[config.mk]
export PLATFORM = sky130hd
export DESIGN_NAME = bank_io_expander
export DESIGN_NICKNAME = d
export VERILOG_FILES = /design/src/rtl/bx_pkg.sv /design/src/rtl/bx_host_decode.sv /design/src/rtl/bx_bank_regs.sv /design/src/rtl/bx_in_sync.sv /design/src/rtl/bank_io_expander.sv
export SDC_FILE = /design/constraint.sdc
export NUM_CORES = 1
export LEC_CHECK = 0
export BUFFER_PORTS_ARGS = -buffer_cell sky130_fd_sc_hd__buf_4
export CORE_ASPECT_RATIO = 0.7
export CORE_UTILIZATION = 41
export DETAILED_ROUTE_END_ITERATION = 12
export HOLD_SLACK_MARGIN = 0.1
export PLACE_DENSITY = 0.66
export SYNTH_ARGS = -nofsm -noshare
export SYNTH_HDL_FRONTEND = slang
export SYNTH_HIERARCHICAL = 1
export SYNTH_SLANG_ARGS = --single-unit
export TNS_END_PERCENT = 20
[constraint.sdc]
create_clock -name clk -period 8.4 [get_ports clk]
set_input_delay 0.42 -clock clk [delete_from_list [all_inputs] [get_ports clk]]
set_output_delay 0.42 -clock clk [all_outputs]
set_load 0.02 [all_outputs]
[src/rtl/bx_pkg.sv]
package bx_pkg;
  typedef enum logic [1:0] {
    CMD_WR_DATA = 2'b00,
    CMD_WR_DIR  = 2'b01,
    CMD_RD_PINS = 2'b10,
    CMD_NOP     = 2'b11
  } bx_cmd_e;
endpackage

[src/rtl/bx_host_decode.sv]
module bx_host_decode
  import bx_pkg::*;
#(
  parameter int NUM_BANKS = 8,
  localparam int SEL_W = $clog2(NUM_BANKS)
) (
  input  logic                 clk,
  input  logic                 rst_n,
  input  logic                 cs,
  input  logic                 strobe,
  input  logic [1:0]           cmd,
  input  logic [SEL_W-1:0]     bank_sel,
  output logic [NUM_BANKS-1:0] wr_data_en,
  output logic [NUM_BANKS-1:0] wr_dir_en,
  output logic                 rd_en
);
  bx_cmd_e op;
  logic    wr_go;

  always_comb begin
    op         = bx_cmd_e'(cmd);
    wr_go      = cs && strobe;
    wr_data_en = '0;
    wr_dir_en  = '0;
    rd_en      = cs && (op == CMD_RD_PINS);
    for (int b = 0; b < NUM_BANKS; b++) begin
      if (wr_go && (bank_sel == SEL_W'(b))) begin
        wr_data_en[b] = (op == CMD_WR_DATA);
        wr_dir_en[b]  = (op == CMD_WR_DIR);
      end
    end
  end

  AST_ONE_WRITE: assert property (@(posedge clk) disable iff (!rst_n)
    $onehot0({wr_data_en, wr_dir_en}));
  AST_READ_NO_WRITE: assert property (@(posedge clk) disable iff (!rst_n)
    rd_en |-> (wr_data_en == '0) && (wr_dir_en == '0));
  AST_DESELECT_NO_WRITE: assert property (@(posedge clk) disable iff (!rst_n)
    (!cs || !strobe) |-> (wr_data_en == '0) && (wr_dir_en == '0));
endmodule

[src/rtl/bx_bank_regs.sv]
module bx_bank_regs #(
  parameter int NUM_BANKS = 8,
  parameter int BANK_W    = 8,
  localparam int TOT_W    = NUM_BANKS * BANK_W
) (
  input  logic                 clk,
  input  logic                 rst_n,
  input  logic [NUM_BANKS-1:0] wr_data_en,
  input  logic [NUM_BANKS-1:0] wr_dir_en,
  input  logic [BANK_W-1:0]    din,
  output logic [TOT_W-1:0]     out_q,
  output logic [NUM_BANKS-1:0] oe_q
);
  logic [TOT_W-1:0]     out_d;
  logic [NUM_BANKS-1:0] oe_d;

  always_comb begin
    out_d = out_q;
    oe_d  = oe_q;
    for (int b = 0; b < NUM_BANKS; b++) begin
      if (wr_data_en[b]) out_d[b*BANK_W +: BANK_W] = din;
      if (wr_dir_en[b])  oe_d[b] = din[0];
    end
  end

  always_ff @(posedge clk or negedge rst_n) begin
    if (!rst_n) begin
      out_q <= '0;
      oe_q  <= '0;
    end else begin
      out_q <= out_d;
      oe_q  <= oe_d;
    end
  end

  for (genvar g = 0; g < NUM_BANKS; g++) begin : g_chk
    AST_DATA_LOAD: assert property (@(posedge clk) disable iff (!rst_n)
      wr_data_en[g] |=> out_q[g*BANK_W +: BANK_W] == $past(din));
    AST_DIR_LOAD: assert property (@(posedge clk) disable iff (!rst_n)
      wr_dir_en[g] |=> oe_q[g] == $past(din[0]));
    AST_BANK_HOLD: assert property (@(posedge clk) disable iff (!rst_n)
      !(wr_data_en[g] || wr_dir_en[g]) |=>
        $stable(out_q[g*BANK_W +: BANK_W]) && $stable(oe_q[g]));
    AST_DATA_KEEP_ON_DIR: assert property (@(posedge clk) disable iff (!rst_n)
      (wr_dir_en[g] && !wr_data_en[g]) |=> $stable(out_q[g*BANK_W +: BANK_W]));
  end
endmodule

[src/rtl/bx_in_sync.sv]
module bx_in_sync #(
  parameter int WIDTH = 64
) (
  input  logic             clk,
  input  logic             rst_n,
  input  logic [WIDTH-1:0] d,
  output logic [WIDTH-1:0] q
);
  logic [WIDTH-1:0] stage1_q;
  logic [WIDTH-1:0] stage1_d;
  logic [WIDTH-1:0] stage2_d;

  always_comb begin
    stage1_d = d;
    stage2_d = stage1_q;
  end

  always_ff @(posedge clk or negedge rst_n) begin
    if (!rst_n) begin
      stage1_q <= '0;
      q        <= '0;
    end else begin
      stage1_q <= stage1_d;
      q        <= stage2_d;
    end
  end
endmodule

[src/rtl/bank_io_expander.sv]
module bank_io_expander
  import bx_pkg::*;
#(
  parameter int NUM_BANKS = 8,
  parameter int BANK_W    = 8,
  localparam int SEL_W    = $clog2(NUM_BANKS),
  localparam int TOT_W    = NUM_BANKS * BANK_W
) (
  input  logic              clk,
  input  logic              rst_n,
  input  logic              cs,
  input  logic              strobe,
  input  logic [1:0]        cmd,
  input  logic [SEL_W-1:0]  bank_sel,
  input  logic [BANK_W-1:0] host_din,
  output logic [BANK_W-1:0] host_dout,
  output logic              host_dout_en,
  input  logic [TOT_W-1:0]  pin_in,
  output logic [TOT_W-1:0]  pin_out,
  output logic [TOT_W-1:0]  pin_oe
);
  logic                 rst_meta_q;
  logic                 rst_sync_q;
  logic [NUM_BANKS-1:0] wr_data_en;
  logic [NUM_BANKS-1:0] wr_dir_en;
  logic                 rd_en;
  logic [NUM_BANKS-1:0] bank_oe;
  logic [TOT_W-1:0]     pin_sync;

  // assert asynchronously, release after two clock edges
  always_ff @(posedge clk or negedge rst_n) begin
    if (!rst_n) begin
      rst_meta_q <= 1'b0;
      rst_sync_q <= 1'b0;
    end else begin
      rst_meta_q <= 1'b1;
      rst_sync_q <= rst_meta_q;
    end
  end

  bx_host_decode #(.NUM_BANKS(NUM_BANKS)) u_dec (
    .clk        (clk),
    .rst_n      (rst_sync_q),
    .cs         (cs),
    .strobe     (strobe),
    .cmd        (cmd),
    .bank_sel   (bank_sel),
    .wr_data_en (wr_data_en),
    .wr_dir_en  (wr_dir_en),
    .rd_en      (rd_en)
  );

  bx_bank_regs #(.NUM_BANKS(NUM_BANKS), .BANK_W(BANK_W)) u_regs (
    .clk        (clk),
    .rst_n      (rst_sync_q),
    .wr_data_en (wr_data_en),
    .wr_dir_en  (wr_dir_en),
    .din        (host_din),
    .out_q      (pin_out),
    .oe_q       (bank_oe)
  );

  bx_in_sync #(.WIDTH(TOT_W)) u_sync (
    .clk   (clk),
    .rst_n (rst_sync_q),
    .d     (pin_in),
    .q     (pin_sync)
  );

  for (genvar g = 0; g < NUM_BANKS; g++) begin : g_oe
    assign pin_oe[g*BANK_W +: BANK_W] = {BANK_W{bank_oe[g]}};
  end

  always_comb begin
    host_dout_en = rd_en;
    host_dout    = rd_en ? pin_sync[bank_sel*BANK_W +: BANK_W] : '0;
  end

  AST_DESELECT_HOLD: assert property (@(posedge clk) disable iff (!rst_sync_q)
    !cs |=> $stable(pin_out) && $stable(pin_oe));
  AST_NO_STROBE_HOLD: assert property (@(posedge clk) disable iff (!rst_sync_q)
    !strobe |=> $stable(pin_out) && $stable(pin_oe));
  AST_BUS_NEEDS_CS: assert property (@(posedge clk) disable iff (!rst_sync_q)
    host_dout_en |-> cs && (cmd == CMD_RD_PINS));
  AST_NOP_HOLD: assert property (@(posedge clk) disable iff (!rst_sync_q)
    (cmd == CMD_NOP) |=> $stable(pin_out) && $stable(pin_oe));
endmodule

==> results of run 1 <==
final cells by class:
type	count	area share, %
multi-input combinational	131	17.3
clock buffer	28	5.95
clock inverter	8	0.953
sequential	202	50.0
timing repair buffer	286	22.9
tap	231	2.86
inverter	1	0.0371
flip-flops by register name (all words and copies together) (netlist names):
| signal | cells |
|---|---|
| u_regs/out_q | 64 |
| rst_sync_q | 1 |
| u_regs/oe_q | 8 |
| u_sync/q | 64 |
| u_sync/stage1_q | 64 |
| rst_meta_q | 1 |
logic make-up after synthesis:
logic type / synth area share, %
buffers and inverters: 8.27
DFF: 68.2
muxes: 20.6
other: 0.0506
and+or+nand+nor: 2.84
path summary, 6_finish.rpt:
check                      slack, ns        start          endpoint
min                             0.23  host_din[4]  u_regs/out_q[52]
max in group asynchronous       6.68   rst_sync_q      u_sync/q[49]
min in group asynchronous       0.27        rst_n        rst_sync_q
max reg2reg                     6.68   rst_sync_q      u_sync/q[49]
min reg2reg                     0.33   rst_sync_q      u_sync/q[56]
max                             6.12  bank_sel[1]      host_dout[0]
power by group:
group	total (mW)	internal (mW)	leakage, nW	switching (mW)
Combinational	0.418	0.217	2.10	0.201
Clock	0.919	0.563	0.346	0.356
Sequential	1.10	1.05	2.47	0.0508
Total	2.44	1.83	4.92	0.607
layer usage:
layer | track usage [%] | up-vias | share of wire [%]
met3 | 3.30 | 15 | 5.0
met2 | 28.0 | 138 | 50
met4 | 3.99 | 0 | 1.5
met5 | 0 | - | 0
met1 | 22.5 | 2021 | 43
li1 | - | 1799 | -
cell usage after synthesis (all sizes together):
master,count
inv,1
mux4,16
nand4b,1
nand3,1
buf,74
mux2,72
conb,1
nor4b,2
nand2,2
mux2i,8
nand3b,2
or3b,2
nand4bb,1
dfrtp,202
nor3,2
nor2,19
nor4,2
timing repair:
item | in CTS | in global routing
gates resized for setup | 0 | 0
hold buffers | 65 | 0
buffers inserted | 0 | 0
hold endpoints to repair | 66 | 0
==> out/metrics.cfg, run 1 <==
[outcome]
status = finished clean

[synthesis]
syn_area_um2 = 7410
ys_warn_count = 6
ys_seq_area_share_pct = 68.2
synth_cells = 408
avgSynthCellArea_um2 = 18.2
synth_fp_nets = 489
ys_seq_elements = 202
synth.area.top_cells = dfrtp_1 68%, mux2_4 13%, buf_4 5.8%
synth_top_area_share_pct = 68.2
yosysTopAreaCell = dfrtp_1
yosysUniqueCellTypes = 23

[clock_network]
cts_buffer_depth = 3
clock_sinks = 202
cts_tree = done
path_clk_slew_ns = 0.07
ctsRootBufferMaster = clkbuf_16
clk-insertion-delay-late_ns = 0.48
cts_buffers = 20
cts_htree_levels = 1

[route]
routedWlPerCell_um = 17.3
ant_nets = 0
drc_errors = 0
drtIter0Drc = 109
via_per_inst = 4.48
firstDrtPassIters = 4
dr_total_vias = 3973
wl_um = 15300

[sta]
finalSetupTns_ns = 0
slew_headroom_pct = 12.8
fin_crit_ns = 2.28
post-route-period-util_pct = 27.1
finalClockSkew_ns = 0.00653
holdWs_ns = 0.234
hold_viol = 0
drv_slew = 0
fmax_mhz = 439
worst_pin_slew_ns = 1.30
worst_slack_ns = 6.12
rsz0062_at_grt = no
final-setup-viol-count = 0

[global_routing]
grt_usage_pct = 16.7
grt_pass1_vias = 4236
grt_max_degree = 81
grt_overflow = 0
antenna_found_initial = 0
grt_pass1_wl_um = 23600

[power_and_ir_drop]
peakVddDrop_mv = 0.157
p_total_mw = 2.44
leakage_nw = 4.92
power_density_nw_per_um2 = 241

[finish]
area_delta_synth_final_pct = 36.4
final_common_cell = buf_4
final_cell_mix = 221 x buf_4, 201 x dfrtp_1, 66 x mux2_4
fillCellCount = 1314
stdcell_area_um2 = 10100
regArea_um2 = 5060
antennaDiodeCount = 0
nNetsFinal = 723
multiInputGateArea_um2 = 1750
instances_no_fill = 887
drive_gt1_share_pct = 52.0
final_core_util_pct = 58.0

[floorplanning]
dieWidth_um = 163
ioPinCount = 218
initial_core_util_pct = 42.6
num_rows = 40
core_um2 = 17400
die_area_um2 = 18600
die_h_um = 114

[setup_path]
cp_num_buf_inv = 2
cp.arrival_ns = 1.86
critPathCaptureType = output port
path_common_cell = buf_4
slowest_stage = mux4_1
cp.depth = 5
path_cells = buf_4 > mux4_1 > mux2i_1 > nor2_1 > buf_4
critPathKind = in2out
required_ns = 7.98
startpoint_type = primary input
cpLargestDelayFamily = multiplexers
rr_worst_depth = 1
cp_max_fo = 26
max_stage_delay_ns = 0.67

[place]
place_inst = 786
io_buffers = 217
gp_congestion = 0.717
post-place-ws_ns = 5.72
dp_hpwl_um = 10100
placed_area_um2 = 8760

[hold_path]
hp-class = in2reg
min_path_cells = 2

[job]
maxCapViolCount = 0

(Power assumes the default switching activity.)
==> run 2, diff against run 1 <==
--- a/config.mk
+++ b/config.mk
@@ -5,12 +5,13 @@
 export SDC_FILE = /design/constraint.sdc
 export NUM_CORES = 1
 export LEC_CHECK = 0
+export ABC_AREA = 1
 export BUFFER_PORTS_ARGS = -buffer_cell sky130_fd_sc_hd__buf_4
 export CORE_ASPECT_RATIO = 0.7
 export CORE_UTILIZATION = 41
 export DETAILED_ROUTE_END_ITERATION = 12
 export HOLD_SLACK_MARGIN = 0.1
-export PLACE_DENSITY = 0.66
+export PLACE_DENSITY = 0.68
 export SYNTH_ARGS = -nofsm -noshare
 export SYNTH_HDL_FRONTEND = slang
 export SYNTH_HIERARCHICAL = 1
==> constraint.sdc (replaced) <==
create_clock -name clk -period 2 [get_ports clk]
set_input_delay 0.1 -clock clk [delete_from_list [all_inputs] [get_ports clk]]
set_output_delay 0.1 -clock clk [all_outputs]
set_load 0.02 [all_outputs]
==> run 2 against run 1 <==
Net effect: register-to-register slack worse by 5.4 ns; count of clock-buffer cells in the layout is 3 lower; first-iteration DRC count grew to 3.0 times the previous value; sequential share of layout area is 1.4 points lower.
==> out/metrics.cfg, run 2 <==
[outcome]
status = finished clean

[synthesis]
synth_edf_count = 0  ; unchanged
synth_top_area_share_pct = 66.3  ; -1.9 points
ys_seq_area_share_pct = 66.3  ; -1.9 points
synth_cells = 764  ; +87%
yosysMostFrequentCell = nand2_1
synthTopCellsByCount = 304 x nand2_1, 202 x dfrtp_1, 77 x inv_1, 58 x buf_4, 40 x nand3_1
syn_area_um2 = 7620  ; +2.9%
asyncSetResetFlopFracSynth_pct = 100  ; unchanged
yosysTopAreaCell = dfrtp_1
synth_fp_nets = 845  ; +73%
synth_ff_type = dfrtp_1
ys_warn_count = 6  ; unchanged
avgSynthCellArea_um2 = 9.98  ; -45%
ys_seq_elements = 202  ; unchanged
yosysUniqueCellTypes = 17  ; -26%
synth.area.top_cells = dfrtp_1 66%, nand2_1 15%, buf_4 5.7%

[finish]
final_cell_mix = 304 x nand2_1, 221 x buf_4, 201 x dfrtp_1
nNetsFinal = 1079  ; +49%
reg.largest.list = u_regs/out_q (64), u_sync/q (64), u_sync/stage1_q (64)
area_delta_synth_final_pct = 36.4  ; about the same
final_core_util_pct = 57.4  ; -0.60 points
regArea_um2 = 5060  ; unchanged
final_common_cell = nand2_1
multiInputGateArea_um2 = 1540  ; -12%
drive_gt1_share_pct = 28.1  ; -24 points
antennaDiodeCount = 0  ; unchanged
fillCellCount = 1533  ; +17%

[floorplanning]
die_h_um = 116  ; +1.4%
num_rows = 41  ; +2.5%
initial_core_util_pct = 42.1  ; -0.46 points
dieWidth_um = 165  ; +1.4%
ioPinCount = 218  ; unchanged
core_um2 = 18100  ; +4.0%
die_area_um2 = 19100  ; +2.8%

[sta]
finalClockSkew_ns = 0.00464  ; -0.00190 ns
holdWs_ns = 0.157  ; -0.0772 ns
hold_viol = 0  ; unchanged
drv_slew = 0  ; unchanged
fmax_mhz = 626
worst_slack_ns = 0.403  ; -5.72 ns
rsz0062_at_grt = no
fin_crit_ns = 1.60
post-route-period-util_pct = 79.8
finalSetupTns_ns = 0  ; unchanged
final-setup-viol-count = 0  ; unchanged

[setup_path]
cp.arrival_ns = 1.50  ; -0.36 ns
critPathCaptureType = output port
rr_worst_depth = 2  ; +1
reg2reg_slack_ns = 1.23  ; -5.45 ns
critPathKind = reg2out
required_ns = 1.90  ; -6.08 ns
startpoint_type = flip-flop
cp_max_fo = 1  ; -96%

[job]
maxCapViolCount = 0  ; unchanged

[global_routing]
grt_pass1_wl_um = 27100  ; +15%
grt_overflow = 0  ; unchanged
grt_pass1_vias = 5109  ; +21%
grt_max_degree = 78  ; -3.7%
grt_usage_pct = 18.7  ; +2.0 points
antenna_found_initial = 0  ; unchanged

[power_and_ir_drop]
peakVddDrop_mv = 0.666  ; +320%
leakage_nw = 5.63  ; +14%
p_total_mw = 10.3  ; +320%
power_density_nw_per_um2 = 989  ; +310%

[route]
drtIter0Drc = 330  ; +200%
drc_errors = 0  ; unchanged
firstDrtPassIters = 4  ; unchanged
routedWlPerCell_um = 14.3  ; -17%
ant_nets = 0  ; unchanged
via_per_inst = 4.34  ; -3.2%
dr_total_vias = 5415  ; +36%
wl_um = 17900  ; +17%

[clock_network]
cts_htree_levels = 1  ; unchanged
cts_tree = done
cts_resized = 0  ; unchanged
ctsRootBufferMaster = clkbuf_16
postCtsSetupRepairBufs = 0  ; unchanged
cts_buffers = 21  ; +5.0%
clk-insertion-delay-late_ns = 0.50  ; +0.02 ns
clock_sinks = 202  ; unchanged
cts_buffer_depth = 3  ; unchanged
path_clk_slew_ns = 0.06  ; about the same

[hold_path]
min_path_cells = 6  ; +4
hp-class = in2reg

[place]
gp_congestion = 0.792  ; +10%
dp_hpwl_um = 11800  ; +17%
io_buffers = 217  ; unchanged
post-place-ws_ns = 0.465  ; -5.25 ns

-- run 2: cell count changes after synthesis, sizes merged, moves of 5 or more --
cell	previous run	this run
buf	74	79
mux2	72	0
nand3	1	40
nor2	19	38
inv	1	87
nand2	2	308
mux4	16	0
clkbuf	0	8
mux2i	8	0
-- run 2: critical path, cell delays in order, from the launching register on --
cell	delay [ns]
dfrtp_1	0.37
inv_1	0.09
nand2_1	0.07
nand3_1	0.11
nand2_1	0.06
nor2_1	0.08
nor2_1	0.06
buf_4	0.15
-- run 2: final cells by class --
type                    count  area share (%)
flip-flops and latches    202            48.6
repair buffers            298            23.7
multi-input cells         388            14.8
clock buffers              25            5.39
inverters                  87            3.16
well taps                 236            2.84
clock inverters            13            1.47
-- run 2: cell families (layout without fill, tap and decap cells) --
group	count (synthesis)	in the layout	share of synthesized area, %
buf+inv	174	423	13.4
simple gates	387	387	20.2
other cells	1	1	0.0492
flops	202	202	66.3
-- run 2: per-layer routing --
metal  global-route usage, %  up-vias  wire length (um)
li1                        -     2664                 -
met4                    5.08        0               380
met1                    27.0     2525              8250
met3                    3.87       31              1160
met2                    28.8      195              8070
met5                       0        -                 0
-- run 2: final timing paths --
path                                startpoint                  to
min in group asynchronous           rst_sync_q  u_sync/stage1_q[5]
hold / removal                          cmd[1]      u_regs/oe_q[5]
setup reg to reg                u_regs/oe_q[5]      u_regs/oe_q[5]
max in group asynchronous           rst_sync_q     u_regs/out_q[0]
setup / recovery                  u_sync/q[28]        host_dout[4]
hold reg to reg            u_sync/stage1_q[44]        u_sync/q[44]
-- run 2: repair_timing --
item / in CTS / in global routing
setup endpoints to repair: 0 / 0
hold endpoints to repair: 138 / 0
hold buffers: 74 / 0
-- run 2: through the flow --
| stage | cells | instance area, um^2 |
|---|---|---|
| 6_report | 1249 | 10400 |
| 3_3_place_gp | 1137 | 8950 |
| 2_1_floorplan | 764 | 7630 |
| 5_1_grt | 1249 | 10400 |
| 4_1_cts | 1249 | 10400 |
| 3_5_place_dp | 1137 | 8950 |
-- run 2: where the power goes --
part | switching, mW | total, mW | internal (mW)
combinational | 0.957 | 1.70 | 0.746
sequential | 0.192 | 4.60 | 4.41
clock | 1.59 | 3.99 | 2.40
